`config.mk`:
```
export PLATFORM = sky130hd
export DESIGN_NAME = ddc_clk_div
export DESIGN_NICKNAME = d
export VERILOG_FILES = /design/src/rtl/ddc_div_pkg.sv /design/src/rtl/ddc_div_cfg_reg.sv /design/src/rtl/ddc_div_stage.sv /design/src/rtl/ddc_clk_div.sv
export SDC_FILE = /design/constraint.sdc
export NUM_CORES = 1
export LEC_CHECK = 0
export BUFFER_PORTS_ARGS = -buffer_cell sky130_fd_sc_hd__buf_2
export CORE_MARGIN = 10
export CORE_UTILIZATION = 61
export DETAILED_ROUTE_END_ITERATION = 12
export PLACE_DENSITY = 0.87
export SLEW_MARGIN = 0
export SYNTH_ARGS = -nofsm -noshare
export SYNTH_HDL_FRONTEND = slang
export SYNTH_SLANG_ARGS = --single-unit
```
`constraint.sdc`:
```
create_clock -name clk_i -period 3.5 [get_ports clk_i]
set_clock_uncertainty 0.15 [all_clocks]
set_input_delay 0.7 -clock clk_i [delete_from_list [all_inputs] [get_ports clk_i]]
set_output_delay 0.7 -clock clk_i [all_outputs]
set_load 0.02 [all_outputs]
```
`src/rtl/ddc_div_pkg.sv`:
```
package ddc_div_pkg;
  localparam int FIELD_W = 7;
  localparam int N_W     = 3;
  localparam int M_W     = 4;
  localparam int POW_W   = (1 << N_W) - 1;

  typedef struct packed {
    logic [M_W-1:0] m;
    logic [N_W-1:0] n;
  } div_cfg_t;

  // last count of the 2^N stage
  function automatic logic [POW_W-1:0] pow_last(input logic [N_W-1:0] n);
    logic [POW_W:0] v;
    v = (POW_W+1)'(1) << n;
    return POW_W'(v - 1'b1);
  endfunction
endpackage

```
`src/rtl/ddc_div_cfg_reg.sv`:
```
module ddc_div_cfg_reg
  import ddc_div_pkg::*;
#(
  parameter int M_OFFSET = 1,
  localparam int LW = ($clog2(15 + M_OFFSET) < 1) ? 1 : $clog2(15 + M_OFFSET)
) (
  input  logic               clk_i,
  input  logic               rst_ni,
  input  logic               we_i,
  input  logic [FIELD_W-1:0] wdata_i,
  output logic [FIELD_W-1:0] rdata_o,
  output logic [POW_W-1:0]   pow_last_o,
  output logic [LW-1:0]      lin_last_o
);
  div_cfg_t cfg_q;
  logic [LW:0] lin_sum;

  always_ff @(posedge clk_i or negedge rst_ni) begin
    if (!rst_ni)   cfg_q <= '0;
    else if (we_i) cfg_q <= div_cfg_t'(wdata_i);
  end

  assign rdata_o    = cfg_q;
  assign pow_last_o = pow_last(cfg_q.n);

  always_comb begin
    lin_sum = (LW+1)'(cfg_q.m) + (LW+1)'(M_OFFSET);
    // zero divisor is treated as one
    if (lin_sum == '0) lin_last_o = '0;
    else               lin_last_o = LW'(lin_sum - 1'b1);
  end


  readback_chk: assert property (@(posedge clk_i) disable iff (!rst_ni)
    we_i |=> rdata_o == $past(wdata_i));
endmodule

```
`src/rtl/ddc_div_stage.sv`:
```
module ddc_div_stage #(
  parameter int W = 4
) (
  input  logic         clk_i,
  input  logic         rst_ni,
  input  logic         clr_i,
  input  logic         adv_i,
  input  logic [W-1:0] last_i,
  output logic         wrap_o
);
  logic [W-1:0] cnt_q;

  assign wrap_o = adv_i && !clr_i && (cnt_q == last_i);

  always_ff @(posedge clk_i or negedge rst_ni) begin
    if (!rst_ni)     cnt_q <= '0;
    else if (clr_i)  cnt_q <= '0;
    else if (wrap_o) cnt_q <= '0;
    else if (adv_i)  cnt_q <= cnt_q + 1'b1;
  end


  cnt_in_range_chk: assert property (@(posedge clk_i) disable iff (!rst_ni)
    cnt_q <= last_i);
endmodule

```
`src/rtl/ddc_clk_div.sv`:
```
module ddc_clk_div
  import ddc_div_pkg::*;
#(
  parameter int PRE_DIV  = 2,
  parameter int M_OFFSET = 1,
  localparam int P0     = PRE_DIV * 5,
  localparam int P0W    = ($clog2(P0) < 1) ? 1 : $clog2(P0),
  localparam int LW     = ($clog2(15 + M_OFFSET) < 1) ? 1 : $clog2(15 + M_OFFSET)
) (
  input  logic               clk_i,
  input  logic               rst_ni,
  input  logic               en_i,
  input  logic               cfg_we_i,
  input  logic [FIELD_W-1:0] cfg_wdata_i,
  output logic [FIELD_W-1:0] cfg_rdata_o,
  output logic               tick_o,
  output logic               scl_o
);
  logic [POW_W-1:0] pow_last;
  logic [LW-1:0]    lin_last;
  logic             restart;
  logic             wrap0, wrap1, wrap2;
  logic             tick_q, scl_q;

  assign restart = cfg_we_i || !en_i;

  ddc_div_cfg_reg #(.M_OFFSET(M_OFFSET)) u_cfg (
    .clk_i, .rst_ni,
    .we_i      (cfg_we_i),
    .wdata_i   (cfg_wdata_i),
    .rdata_o   (cfg_rdata_o),
    .pow_last_o(pow_last),
    .lin_last_o(lin_last)
  );

  // pre-divider merged with the half of the /10 stage
  ddc_div_stage #(.W(P0W)) u_pre (
    .clk_i, .rst_ni, .clr_i(restart), .adv_i(en_i),
    .last_i(P0W'(P0 - 1)), .wrap_o(wrap0)
  );

  ddc_div_stage #(.W(POW_W)) u_pow (
    .clk_i, .rst_ni, .clr_i(restart), .adv_i(wrap0),
    .last_i(pow_last), .wrap_o(wrap1)
  );

  ddc_div_stage #(.W(LW)) u_lin (
    .clk_i, .rst_ni, .clr_i(restart), .adv_i(wrap1),
    .last_i(lin_last), .wrap_o(wrap2)
  );

  always_ff @(posedge clk_i or negedge rst_ni) begin
    if (!rst_ni) begin
      tick_q <= 1'b0;
      scl_q  <= 1'b0;
    end else if (restart) begin
      tick_q <= 1'b0;
      scl_q  <= 1'b0;
    end else begin
      tick_q <= wrap2;
      if (wrap2) scl_q <= !scl_q;
    end
  end

  assign tick_o = tick_q;
  assign scl_o  = scl_q;


  tick_single_chk: assert property (@(posedge clk_i) disable iff (!rst_ni)
    tick_o |=> !tick_o);

  scl_toggle_chk: assert property (@(posedge clk_i) disable iff (!rst_ni)
    tick_o |-> scl_o != $past(scl_o));

  scl_hold_chk: assert property (@(posedge clk_i) disable iff (!rst_ni)
    (!tick_o && !$past(restart)) |-> $stable(scl_o));

  write_restart_chk: assert property (@(posedge clk_i) disable iff (!rst_ni)
    cfg_we_i |=> (!tick_o && !scl_o));

  disabled_idle_chk: assert property (@(posedge clk_i) disable iff (!rst_ni)
    !en_i |=> (!tick_o && !scl_o));
endmodule

```
======== Yosys cells after proc, flatten, opt, wreduce, memory -nomap -nowiden ========
Cells that the tools add are included.
W data, S select, Z words.
operators by class
  add/sub/neg operators ................... 6
  $mul .................................... 0
  div/mod/pow operators ................... 0
  order comparisons ....................... 0
  eq/ne operators ......................... 3
  shift operators ......................... 1
  muxes and demuxes ....................... 13
  bitwise operators ....................... 0
  reductions and logical operators ........ 15
operators by type and width
  operator               count
  $mux W4                7
  $mux W7                3
  $reduce_bool A3 Y1     3
  $add A4 B1 Y4 const B  2
  $add A7 B1 Y7 const B  1
  $eq A7 B7 Y1           1
  $shl A1 B3 Y7 const A  1
  $sub A7 B1 Y7 const B  1
  $logic_and A1 B1 Y1    6
  $add A4 B1 Y5 const B  1
  $logic_not A5 Y1       1
  $eq A4 B4 Y1           1
  $eq A4 B4 Y1 const B   1
  $sub A4 B1 Y4 const B  1
  $logic_not A1 Y1       3
  $mux W1                3
  $reduce_bool A2 Y1     1
  $logic_or A1 B1 Y1     1
storage, ports and cells
  flip-flop bits (word level) ............. 24
  bits in latches ......................... 0
  RAM bits ................................ 0
  ROM bits ................................ 0
  input bits .............................. 11
  output and inout port bits .............. 9
  memories kept ........................... 0

======== Depth between registers and ports, before layout ========
Gate-level depths: netlist of run 1.
  depth in word-level cells ............... 11
  gate-level depth with buffers ........... 8

======== By module ========
Synthesis of run 1 repeated with hierarchy kept, for this count alone.
second synthesis, totals
  cell total of the unflattened synthesis .. 151
  area total of the unflattened synthesis .. 1,507.7 µm²
modules (own cells, without submodules)
  module                     times used  cells an instance  area an instance (µm²)  sequential area each (µm²)
  ddc_div_stage (u_lin ...)  2           28                 266.5                   100.1
  ddc_div_stage (u_pow)      1           42                 446.7                   175.2
  ddc_div_cfg_reg            1           44                 436.7                   175.2
  ddc_clk_div                1           9                  91.3                    50.0

======== Worst setup path after synthesis of run 1 ========
No wires, ideal clock.
  path kind ............................... flip-flop to flip-flop
  start ................................... register u_cfg.cfg_q (netlist bit u_cfg.rdata_o[3])
  end ..................................... register scl_q (netlist: scl_o)
  setup time .............................. 0.079 ns
  arrival ................................. 2.221 ns
  data required time ...................... 3.271 ns
  setup slack ............................. 1.049 ns
  cell stages (with the launch flop) ...... 8
  clock period less this slack ............ 2.451 ns
  path through ............................ dfrtp_1 -> ha_1 -> or3_1 -> o21ai_1 -> o21ai_1 -> mux2_2 -> a211oi_2 -> mux2i_1
between the ends
  cells in the longest elaborated chain, start to end .. 6
  elaborated cells on any way between the ends .. 7
ends and longest elaborated chain
  element                                                   RTL line                                      source
  start: declaration                                        ddc_div_cfg_reg.sv:15                         div_cfg_t cfg_q;
  start signal: assignment                                  ddc_div_cfg_reg.sv:20                         else if (we_i) cfg_q <= div_cfg_t'(wdata_i);
  $add A4 B1 Y5 *                                           ddc_div_cfg_reg.sv:27                         lin_sum = (LW+1)'(cfg_q.m) + (LW+1)'(M_OFFSET);
  $sub A4 B1 Y4 / $logic_not A5 Y1 (equally long branches)  ddc_div_cfg_reg.sv:30, ddc_div_cfg_reg.sv:29
  $mux W4 *                                                 ddc_div_cfg_reg.sv:29                         if (lin_sum == '0) lin_last_o = '0;
  $eq A4 B4 Y1 *                                            ddc_div_stage.sv:13                           assign wrap_o = adv_i && !clr_i && (cnt_q == last_i);
  $logic_and A1 B1 Y1 *                                     ddc_div_stage.sv:13
  $reduce_bool A2 Y1 (no source line) *                     -
  end signal: assignment                                    ddc_clk_div.sv:61                             if (wrap2) scl_q <= !scl_q;
  end: declaration                                          ddc_clk_div.sv:23                             logic tick_q, scl_q;
Every way passes the cells marked *; elsewhere a longest branch is shown, timed or not.
A chain may end at the register's enable or synchronous reset.

======== Final worst setup path of run 1 ========
Ends and elaborated chain as after synthesis.

==> results of run 1 <==
-- power by group through the flow --
stage / registers (mW) / clock network (mW) / logic (mW)
2_1_floorplan: 0.314 / 0 / 0.0718
3_3_place_gp: 0.308 / 0 / 0.104
3_5_place_dp: 0.310 / 0 / 0.110
4_1_cts: 0.304 / 0.123 / 0.111
5_1_grt: 0.307 / 0.128 / 0.122
6_report: 0.305 / 0.118 / 0.111
-- worst max-delay path, cell delays in order (launching register included) --
cell	delay, ps
dfrtp_1	500
ha_1	410
or3_1	420
o21ai_1	130
o21ai_1	130
mux2_2	320
a211oi_2	300
mux2i_1	220
-- layout make-up --
class                      instances  area [µm²]
inverter                           7        26.3
fill                             200         777
tap                               30        37.5
multi-input combinational        125         873
sequential                        24         601
timing repair buffer              19        95.1
clock buffer                       3        22.5
-- sequential cells by signal, indices dropped and copies added, names as in the netlist --
register and count:
u_cfg.rdata_o 7, u_pow.cnt_q 7, u_lin.cnt_q 4, u_pre.cnt_q 4
scl_o 1, tick_o 1
-- layout by cell type (no fill, tap or decap), types with 5 or more instances in the layout --
cell,Yosys,layout
nand3_1,9,9
nand2b_1,8,8
ha_1,6,6
xor2_1,5,5
nand2_1,14,14
mux2_2,5,5
dfrtp_1,24,24
buf_2,1,19
nor2_1,11,11
inv_1,7,7
o21ai_0,6,6
a21oi_1,6,6
-- metrics by stage --
step                      setup WS, ps  power (mW)  cell area (µm²)  utilization
after floorplan                   1050       0.386             1530            -
after global placement            1020       0.412             1630        0.671
after detailed placement           889       0.420             1630        0.671
after CTS                          861       0.539             1660        0.681
after global routing               685       0.557             1660        0.681
final                              856       0.534             1660        0.681
-- worst max path at each step --
stage	slack, ps	end	from
3_5_place_dp	890	scl_o	u_cfg.rdata_o[3]
2_1_floorplan	1050	scl_o	u_cfg.rdata_o[3]
4_1_cts	860	scl_o	u_cfg.rdata_o[3]
3_3_place_gp	1020	scl_o	u_cfg.rdata_o[3]
5_1_grt	680	scl_o	u_cfg.rdata_o[3]
6_report	860	scl_o	u_cfg.rdata_o[3]
-- kinds of logic after synthesis --
family / after synthesis / synth area share
adders and majority gates: 6 / 0.0490
AOI/OAI and AO/OA: 36 / 0.173
muxes: 7 / 0.0498
xor gates and xnor gates: 8 / 0.0457
DFF: 24 / 0.392
buffers and inverters: 13 / 0.0384
and+or+nand+nor: 68 / 0.252
-- metal layers --
metal / vias to the layer above / routed length (µm)
met4: 0 / 68
met5: - / 0
met3: 9 / 206
met2: 53 / 1870
li1: 617 / -
met1: 616 / 1340
-- cells in the mapped netlist (all sizes together) (2+ instances only) --
library cell	n
a21oi	7
nor3	3
xnor2	3
nand2b	8
mux2i	2
o21ai	9
dfrtp	24
nand4	4
inv	7
nand2	14
ha	6
mux2	5
or3	3
and3	4
clkbuf	4
xor2	5
nand3	10
nor2b	3
nor2	11
a31oi	4
o31ai	4
buf	2
a211oi	2
a21boi	2
==> results by group, run 1 <==
Run status
  – Status: finished clean

Floorplan
  – Initial core utilization: 0.630
  – Row count: 18
  – Die width: 70.1 µm
  – Core ar.: 2430 µm²
  – Die Height: 70.1 µm
  – Die Area: 4920 µm²
  – Io pins: 20

Clock tree
  – TritonCTS Buffers: 3
  – CTS clk-pin slew, worst paths: 120 ps
  – H-tree depth: 1
  – Clock Tree Buf Depth: 2
  – # hold bufs at CTS: 0
  – Worst skew pair latency: 320 ps
  – CTS tree: done
  – Clk Tree Root Cell: clkbuf_4
  – Clk sink count: 24
  – Postcts setup bufs: 0
  – Post-CTS Resized: 0

Synth
  – Synth top area share: 0.392
  – Seq cells post-synth: 24
  – Post-synth ARST share: 1.00
  – Synth area leaders: dfrtp_1 (39%), ha_1 (4.9%), mux2_2 (3.7%)
  – Netlist cell types: 49
  – Post-synth top flop: dfrtp_1
  – Post-synthesis sequential area ratio: 0.392
  – Post-synth EDFFs: 0
  – Cell area after synthesis: 1530 µm²
  – Post-synthesis cell count: 162
  – Yosys top cell by area: dfrtp_1
  – Post-synth net total: 179
  – Syn. warnings: 0
  – Avg Synthesized Cell Area: 9.46 µm²

Placed design
  – GP Congestion: 0.918
  – PortBufs: 19
  – Placed insts: 205
  – Dpl hpwl: 2.65 mm

Critical path
  – Worst reg-to-reg setup slack: 860 ps
  – Reg2reg path depth: 7
  – Critical Path Start Type: flip-flop
  – CP Capture Type: flip-flop
  – Critical path class: flip-flop to flip-flop
  – Critical Path RT: 3600 ps
  – Critical Path AT: 2740 ps
  – Reg-to-reg startpoint: u_cfg.rdata_o[3]
  – CP max FO: 9
  – Worst flop-to-flop path endpoint: scl_o

Final layout
  – Area delta synth->final: 8.00%
  – Diodes inserted: 0
  – Final #Nets: 197
  – Fin cells: 208
  – Layout cell share with drive strength beyond 1: 0.213

Pwr
  – VDD IR-drop max: 305 µV
  – Share of power burned in registers: 0.571
  – Switching part of the total power: 0.304
  – P per Cell Area: 323 nW/µm²
  – Leak: 0.702 nW
  – Comb pwr share: 0.208
  – Cell Int Power: 371 µW
  – Clock power frac: 0.221
  – NetSw: 162 µW

GRT
  – Congestion Overflow GR: 0
  – Initial antenna violation count: 0
  – GRT met1 Usage: 0.166
  – M3 GR Usage: 0.0212
  – First-pass GRT wire length: 5.91 mm
  – Grt peak-use layer: met2
  – Maximum number of pins on one net before global-route repair: 25
  – Met2 Use GR: 0.246
  – Global Route Usage Sum: 0.141
  – Vias in the first global route: 1252

Route
  – 1st-pass router iterations: 4
  – DRC errors left: 0
  – Antenna Nets Post-Route: 0
  – Final wirelength: 3.49 mm
  – Via density: 6.23
  – Initial drt markers: 99
  – Via count: 1295
  – Wire length per cell: 16.8 µm

Timing
  – Final setup vio count: 0
  – Slew headroom: 0.592
  – Final min period: 2640 ps
  – TNS Setup: 0 ps
  – Worst-margin pin slew: 611 ps
  – Fin crit share: 0.755
  – Hold Slack: 193 ps
  – RSZ-0062 raised after global routing: false
  – Max Slew Vio Count: 0
  – Hold Fails Final Rpt: 0
  – Fmax: 0.378 GHz

Hold path
  – Worst hold path type: primary input to async pin

Job
  – Number of max-cap violations: 0
Power figures use the tool's default switching activity.
==> inputs of run 2 (changes only) <==
CORE_UTILIZATION = 57   (was 61)
PLACE_DENSITY = 0.82   (was 0.87)
clock period = 2.6 ns   (was 3.5 ns; I/O delays follow)
==> results by group, run 2 (synthesis results as in run 1) <==
Clock tree
  – CTS clk-pin slew, worst paths: 140 ps (was 120 ps)
  – H-tree depth: 1 (unchanged)
  – Postcts setup bufs: 0 (unchanged)
  – Clk Tree Root Cell: clkbuf_4 (unchanged)
  – Worst skew pair latency: 330 ps (was 320 ps)
  – CTS tree: done (unchanged)
  – Post-CTS Resized: 0 (unchanged)
  – # hold bufs at CTS: 0 (unchanged)
  – Clk sink count: 24 (unchanged)
  – Clock Tree Buf Depth: 2 (unchanged)
  – TritonCTS Buffers: 3 (unchanged)

Floorplan
  – Core ar.: 2520 µm² (was 2430 µm²)
  – Row count: 18 (unchanged)
  – Die width: 71.9 µm (was 70.1 µm)
  – Die Height: 71.9 µm (was 70.1 µm)
  – Io pins: 20 (unchanged)
  – Initial core utilization: 0.608 (was 0.630)
  – Die Area: 5160 µm² (was 4920 µm²)

Final layout
  – Commonest cells after routing, fill and taps aside: dfrtp_1 (23), buf_2 (19), nand2_1 (14), nor2_1 (11), nand3_1 (9) (was dfrtp_1 (24), buf_2 (19), nand2_1 (14), nor2_1 (11), nand3_1 (9))
  – Final #Nets: 200 (was 197)
  – Area delta synth->final: 10.9% (was 8.00%)
  – Commonest non-fill, non-tap cell in the layout: dfrtp_1 (unchanged)
  – Diodes inserted: 0 (unchanged)
  – Layout cell share with drive strength beyond 1: 0.242 (was 0.213)

Hold path
  – Worst hold path type: primary input to async pin (unchanged)

Route
  – Initial drt markers: 97 (was 99)
  – DRC errors left: 0 (unchanged)
  – Via count: 1268 (was 1295)
  – Wire length per cell: 15.7 µm (was 16.8 µm)
  – 1st-pass router iterations: 4 (unchanged)
  – Antenna Nets Post-Route: 0 (unchanged)
  – Via density: 5.98 (was 6.23)
  – Final wirelength: 3.33 mm (was 3.49 mm)

GRT
  – First-pass GRT wire length: 5.78 mm (was 5.91 mm)
  – Initial antenna violation count: 0 (unchanged)
  – Maximum number of pins on one net before global-route repair: 25 (unchanged)
  – Global Route Usage Sum: 0.134 (was 0.141)
  – Vias in the first global route: 1278 (was 1252)
  – Congestion Overflow GR: 0 (unchanged)

Job
  – Number of max-cap violations: 0 (unchanged)

Run status
  – Status: complete, but fails checks (was finished clean)
  – Failing checks: negative hold slack

Critical path
  – Critical path class: flip-flop to flip-flop (unchanged)
  – CP Capture Type: flip-flop (unchanged)
  – Reg2reg path depth: 7 (unchanged)
  – Critical Path AT: 2610 ps (was 2740 ps)
  – CP max FO: 7 (was 9)
  – Critical Path Start Type: flip-flop (unchanged)
  – Critical Path RT: 2710 ps (was 3600 ps)

Placed design
  – PortBufs: 19 (unchanged)
  – GP Congestion: 0.907 (was 0.918)
  – Dpl hpwl: 2.55 mm (was 2.65 mm)

Timing
  – Slew headroom: 0.585 (was 0.592)
  – Hold Fails Final Rpt: 11 (was 0)
  – Fin crit share: 0.964 (was 0.755)
  – TNS Setup: 0 ps (unchanged)
  – Hold Slack: -8.93 ps (was 193 ps)
  – Worst-margin pin slew: 621 ps (was 611 ps)
  – RSZ-0062 raised after global routing: false (unchanged)
  – Final min period: 2510 ps (was 2640 ps)
  – Max Slew Vio Count: 0 (unchanged)
  – Fmax: 0.399 GHz (was 0.378 GHz)
  – Final setup vio count: 0 (unchanged)

Pwr
  – P per Cell Area: 450 nW/µm² (was 323 nW/µm²)
  – Leak: 0.722 nW (was 0.702 nW)
  – VDD IR-drop max: 402 µV (was 305 µV)
  – Pwr Total: 765 µW (was 534 µW)
==> run 2: final timing paths <==
check                                       from               end  slack (ps)
worst max-delay path            u_cfg.rdata_o[4]             scl_o          90
worst min-delay path                      rst_ni    u_pow.cnt_q[3]          -9
worst max register to register  u_cfg.rdata_o[4]             scl_o          90
worst min register to register    u_pre.cnt_q[0]    u_pre.cnt_q[0]         360
max in group asynchronous                 rst_ni  u_cfg.rdata_o[4]        1930
min in group clk_i                cfg_wdata_i[0]  u_cfg.rdata_o[0]         230
==> run 2: cell type report <==
class,instances,area (µm²)
multi-input cells,125,880
fillers,190,823
flip-flops and latches,24,602
clock buffers,4,36.3
repair buffers,22,118
inverters,7,26.3
well taps,30,37.5
==> run 2: per-layer routing <==
metal	vias to the layer above	wire, µm	GRT usage
met5	-	0	0
met4	0	44	0.0473
met3	8	145	0.0317
met2	30	1770	0.242
met1	609	1380	0.148
li1	621	-	-
==> run 2: power breakdown <==
group          total [mW]  switching (mW)  internal (mW)
Sequential          0.409          0.0233          0.385
Clock               0.206           0.120         0.0859
Combinational       0.151          0.0874         0.0637
==> run 2: critical path, stage by stage (launching register included) <==
cell and delay [ps]:
dfrtp_2 480, ha_1 350, nand2b_1 200, and3_1 190
o21ai_1 170, mux2_2 390, a211oi_2 280, mux2i_1 200
==> run 2: stage by stage <==
step / hold WS, ps / worst slack (ps) / cell area [µm²] / utilization / std cells
after global placement: 323 / 237 / 1660 / 0.656 / 208
after global routing: 17.5 / 2.93 / 1700 / 0.674 / 212
after CTS: 26.3 / 85.1 / 1690 / 0.671 / 212
final: -8.93 / 93.7 / 1700 / 0.674 / 212
after floorplan: 74.4 / 149 / 1530 / - / 162
after detailed placement: 340 / 122 / 1660 / 0.656 / 208
